File: src/rtl/ref_sel_pkg.sv
package ref_sel_pkg;
    typedef enum logic {
        DIV_LOW  = 1'b0,
        DIV_HIGH = 1'b1
    } div_state_e;

    typedef enum logic [1:0] {
        STAT_OFF = 2'b00,
        STAT_DPA = 2'b01,
        STAT_PLL = 2'b10,
        STAT_REF = 2'b11
    } stat_mode_e;
endpackage

File: src/rtl/osc_div_fsm.sv
module osc_div_fsm
    import ref_sel_pkg::*;
#(
    parameter int DIV_W = 7
) (
    input  logic             clk,
    input  logic             rst_n,
    input  logic [DIV_W-1:0] div_val,
    output logic             div_pulse
);
    div_state_e       state_q, state_d;
    logic [DIV_W-1:0] cnt_q, cnt_d;

    // state register
    always_ff @(posedge clk or negedge rst_n) begin
        if (!rst_n) begin
            state_q <= DIV_LOW;
            cnt_q   <= '0;
        end else begin
            state_q <= state_d;
            cnt_q   <= cnt_d;
        end
    end

    // transitions: LOW_HOLD, LOW_TO_HIGH, HIGH_TO_LOW
    always_comb begin
        state_d = state_q;
        cnt_d   = cnt_q;
        unique case (state_q)
            DIV_LOW: begin
                if (cnt_q == '0) begin
                    state_d = DIV_HIGH;
                end else begin
                    cnt_d = cnt_q - 1'b1;
                end
            end
            DIV_HIGH: begin
                state_d = DIV_LOW;
                cnt_d   = div_val;   // low phase lasts div_val+1 cycles
            end
        endcase
    end

    // outputs
    always_comb begin
        unique case (state_q)
            DIV_LOW:  div_pulse = 1'b0;
            DIV_HIGH: div_pulse = 1'b1;
        endcase
    end
endmodule

File: src/rtl/ref_edge_sel.sv
module ref_edge_sel (
    input  logic clk,
    input  logic rst_n,
    input  logic hsync_in,
    input  logic div_pulse,
    input  logic in_sel,
    input  logic ref_pol,
    output logic hsync_q,
    output logic ref_strobe
);
    logic src_lvl;
    logic lvl_prev;

    always_comb begin
        src_lvl = (in_sel ? div_pulse : hsync_q) ^ ref_pol;
    end

    always_ff @(posedge clk or negedge rst_n) begin
        if (!rst_n) begin
            hsync_q    <= 1'b0;
            lvl_prev   <= 1'b1;   // no event until a real low-to-high is seen
            ref_strobe <= 1'b0;
        end else begin
            hsync_q    <= hsync_in;
            lvl_prev   <= src_lvl;
            ref_strobe <= src_lvl & ~lvl_prev;
        end
    end
endmodule

File: src/rtl/stat_mux.sv
module stat_mux
    import ref_sel_pkg::*;
(
    input  logic stat_pll_en,
    input  logic stat_dpa_en,
    input  logic pll_lock,
    input  logic dpa_lock,
    input  logic in_sel,
    input  logic ref_pol,
    input  logic hsync_q,
    input  logic div_pulse,
    output logic stat_out
);
    stat_mode_e mode;

    always_comb begin
        mode = stat_mode_e'({stat_pll_en, stat_dpa_en});
        unique case (mode)
            STAT_OFF: stat_out = 1'b0;
            STAT_DPA: stat_out = dpa_lock;
            STAT_PLL: stat_out = pll_lock;
            STAT_REF: stat_out = in_sel ? div_pulse : (hsync_q ^ ref_pol);
        endcase
    end
endmodule

File: src/rtl/ref_clk_select.sv
module ref_clk_select #(
    parameter int DIV_W = 7
) (
    input  logic             clk_osc,
    input  logic             rst_n,
    input  logic             hsync_in,
    input  logic [DIV_W-1:0] div_val,
    input  logic             in_sel,
    input  logic             ref_pol,
    input  logic             stat_pll_en,
    input  logic             stat_dpa_en,
    input  logic             pll_lock,
    input  logic             dpa_lock,
    output logic             ref_strobe,
    output logic             stat_out
);
    logic div_pulse;
    logic hsync_q;

    osc_div_fsm #(.DIV_W(DIV_W)) u_div (
        .clk       (clk_osc),
        .rst_n     (rst_n),
        .div_val   (div_val),
        .div_pulse (div_pulse)
    );

    ref_edge_sel u_edge (
        .clk        (clk_osc),
        .rst_n      (rst_n),
        .hsync_in   (hsync_in),
        .div_pulse  (div_pulse),
        .in_sel     (in_sel),
        .ref_pol    (ref_pol),
        .hsync_q    (hsync_q),
        .ref_strobe (ref_strobe)
    );

    stat_mux u_stat (
        .stat_pll_en (stat_pll_en),
        .stat_dpa_en (stat_dpa_en),
        .pll_lock    (pll_lock),
        .dpa_lock    (dpa_lock),
        .in_sel      (in_sel),
        .ref_pol     (ref_pol),
        .hsync_q     (hsync_q),
        .div_pulse   (div_pulse),
        .stat_out    (stat_out)
    );
endmodule

File: config.mk
export PLATFORM = sky130hd
export DESIGN_NAME = ref_clk_select
export DESIGN_NICKNAME = d
export VERILOG_FILES = /design/src/rtl/ref_sel_pkg.sv /design/src/rtl/osc_div_fsm.sv /design/src/rtl/ref_edge_sel.sv /design/src/rtl/stat_mux.sv /design/src/rtl/ref_clk_select.sv
export SDC_FILE = /design/constraint.sdc
export NUM_CORES = 1
export LEC_CHECK = 0
export ABC_AREA = 1
export BUFFER_PORTS_ARGS = -buffer_cell sky130_fd_sc_hd__buf_2
export CAP_MARGIN = 20
export CORE_UTILIZATION = 48
export CTS_BUF_LIST = sky130_fd_sc_hd__clkbuf_8
export DETAILED_ROUTE_END_ITERATION = 8
export PLACE_DENSITY = 0.77
export SETUP_SLACK_MARGIN = 0.4
export SLEW_MARGIN = 20
export SYNTH_ARGS = -nofsm -noshare
export SYNTH_HDL_FRONTEND = slang
export SYNTH_SLANG_ARGS = --single-unit
File: constraint.sdc
create_clock -name clk_osc -period 1.2 [get_ports clk_osc]
set_input_delay 0.36 -clock clk_osc [delete_from_list [all_inputs] [get_ports clk_osc]]
set_output_delay 0.36 -clock clk_osc [all_outputs]
set_load 0.1 [all_outputs]
==> impl_metrics.env <==
export IMPL_outcome="finished with violations"
export IMPL_violations="hold timing, setup timing"
export IMPL_rsz0062_at_grt="yes"
export IMPL_drtIter0Drc=17
export IMPL_wl_um=1800
export IMPL_multi_input_area_sq_um=454
export IMPL_overflow=0
export IMPL_via_count=691
export IMPL_period_minus_slack_ns=1.59
export IMPL_setup_viol_count_final=9
export IMPL_required_ns=0.84
export IMPL_clock_path_buffers=2
export IMPL_syn_num_nets=103
export IMPL_pin_count=18
export IMPL_ant_nets=0
export IMPL_synth_area_leaders="dfrtp_1 37%, nand2_1 8.8%, nor2_1 8.8%"
export IMPL_synth_edff_count=0
export IMPL_clkSinkCount=11
export IMPL_finalClockSkew_ns=0.00114
export IMPL_pwr_share_comb=0.592
export IMPL_worst_pin_slew_ns=0.342
export IMPL_clk_pin_slew_ns=0.05
export IMPL_synth_cell_types=25
export IMPL_hold_path_class="input port to async pin"
export IMPL_core_area_sq_mm=0.00132
export IMPL_wire_per_inst_um=13.1
export IMPL_synth_top_cell_area_share=0.368
export IMPL_drv_cap=0
export IMPL_synth_common_cells="16 x nand2_1, 16 x nor2_1, 11 x inv_1"
export IMPL_grt_pass1_wl_um=2720
export IMPL_synth_yosys_warnings=0
export IMPL_clk_latency_ns=0.23
export IMPL_die_x_um=39.7
export IMPL_grt_max_degree=12
export IMPL_power_switching_mw=1.09
export IMPL_async_flop_share=1.00
export IMPL_period_share=1.33
export IMPL_synth_main_ff_cell="dfrtp_1"
export IMPL_relSlewSlack=0.770
export IMPL_peakVddDrop_v=0.00171
export IMPL_drv_slew=0
export IMPL_route_detailed_drc=0
export IMPL_power_mw=2.54
export IMPL_first_pass_iters=4
export IMPL_via_per_inst=5.04
export IMPL_setup_ws_ns=-0.390
export IMPL_layout_drive_gt1_share=0.541
export IMPL_syn_avg_cell_area_sq_um=8.01
export IMPL_syn_inst=85
export IMPL_die_h_um=39.7
export IMPL_h_tree_depth=1
export IMPL_crit_path_end_kind="output port"
export IMPL_post_dp_hpwl_um=1070
export IMPL_diodes=0
export IMPL_netlist_area_sq_um=681
export IMPL_grt_pass1_vias=584
export IMPL_synth_area_leader_cell="dfrtp_1"
export IMPL_die_area_sq_mm=0.00157
export IMPL_cts_tree="built"
export IMPL_worst_setup_path_start_kind="flip-flop"
export IMPL_initial_core_util=0.517
export IMPL_fmax_mhz=629
export IMPL_internal_power_mw=1.45
export IMPL_p_sw_frac=0.430
export IMPL_p_leak_nw=0.568
export IMPL_cts_root_buf="clkbuf_8"
export IMPL_final_cell_area_sq_mm=0.00111
export IMPL_grt_usage=0.272
export IMPL_cp_max_fo=2
export IMPL_nFillCells=76
export IMPL_placed_area_sq_um=908
export IMPL_cts_buffers=3
export IMPL_ys_ff_latch=11
export IMPL_ys_seq_area_frac=0.406
export IMPL_worstPathArrival_ns=1.23
export IMPL_holdWs_ns=-0.0111
export IMPL_path_class="flip-flop to output port"
export IMPL_seqCellArea_sq_um=280
export IMPL_port_buffer_count=17
export IMPL_final_hold_viol_count=10
export IMPL_gp_congestion=0.773
export IMPL_power_frac_clock=0.142
export IMPL_syn2layout_area_growth_pct=63.8
export IMPL_final_nets=141
export IMPL_antenna_found_initial=0
export IMPL_num_rows=13
export IMPL_seqPwrFrac=0.265
export IMPL_power_density_mw_per_mm2=2280
final cells by class:
cell class,instances,share of cell area
multi-input cells,62,0.407
well taps,15,0.0168
flip-flops and latches,11,0.251
repair buffers,33,0.237
clock inverters,1,0.00337
inverters,12,0.0471
clock buffers,3,0.0370
cell families (layout without fill, tap and decap cells):
logic type,count (synthesis),in the layout,synth area share
buffers and inverters,13,49,0.0901
xor gates and xnor gates,2,2,0.0257
adders and majority gates,2,2,0.0368
and+or+nand+nor,47,48,0.342
DFF,11,11,0.406
AOI/OAI and AO/OA,10,10,0.0993
power groups by stage:
stage	Combinational [mW]	Sequential (mW)	Clock [mW]
after floorplan	0.781	0.650	0
after global placement	1.04	0.638	0
after detailed placement	1.08	0.652	0
after CTS	1.34	0.649	0.367
after global routing	1.65	0.686	0.394
final	1.50	0.674	0.362
path summary, 6_finish.rpt:
check | start | endpoint | slack (ns) | cells after the start
setup / recovery | u_edge.hsync_q | stat_out | -0.39 | 5
hold / removal | rst_n | u_div.cnt_q[3] | -0.01 | 1
setup reg to reg | u_div.state_q | u_div.cnt_q[6] | -0.13 | 8
hold reg to reg | u_edge.lvl_prev | u_edge.ref_strobe | 0.55 | 2
max in group asynchronous | rst_n | u_edge.lvl_prev | 0.95 | 1
min in group clk_osc | hsync_in | u_edge.hsync_q | 0.23 | 1
critical path, stage by stage, from the launching register on:
cell and delay, ns:
dfrtp_1 0.38, xnor2_1 0.12, o21ai_1 0.14, nand2_2 0.11, nand2_8 0.07, buf_12 0.17
layout by cell type, fill, tap and decap left out, types with 2 or more instances in the layout:
cell and instances:
nand4_1 2, nand2_2 2, a21oi_2 3, nor2_2 5
inv_2 3, clkbuf_8 3, buf_4 13, dfrtp_1 9
nor2_4 4, o21ai_1 2, buf_12 2, buf_2 15
inv_1 9, ha_4 2, nand2_1 13, nor2_1 10
nand3_1 6
sequential cells by signal (all words and copies together), names as in the netlist:
signal,count
u_edge.hsync_q,1
u_div.cnt_q,7
u_edge.ref_strobe,1
u_edge.lvl_prev,1
u_div.state_q,1
per-layer routing:
metal	global-route usage	part of all wire
met3	0.0511	0.038
met5	0	0
met4	0.0776	0
met1	0.365	0.42
met2	0.439	0.54
what timing repair did:
action,CTS,global route
pin swaps,9,7
setup endpoints to repair,12,12
setup buffers,7,1
hold endpoints to repair,10,0
resized for setup,7,11
cloned,1,1
stage by stage:
stage                     setup TNS (ns)  utilization  cells  setup slack (ns)
after floorplan                  -0.0813            -     85           -0.0813
after global placement            -0.234        0.689    123            -0.234
after detailed placement          -0.250        0.689    123            -0.246
after CTS                         -0.483        0.794    135            -0.399
after global routing               -1.44        0.846    137            -0.453
final                             -0.971        0.846    137            -0.390
(Power assumes the default switching activity.)
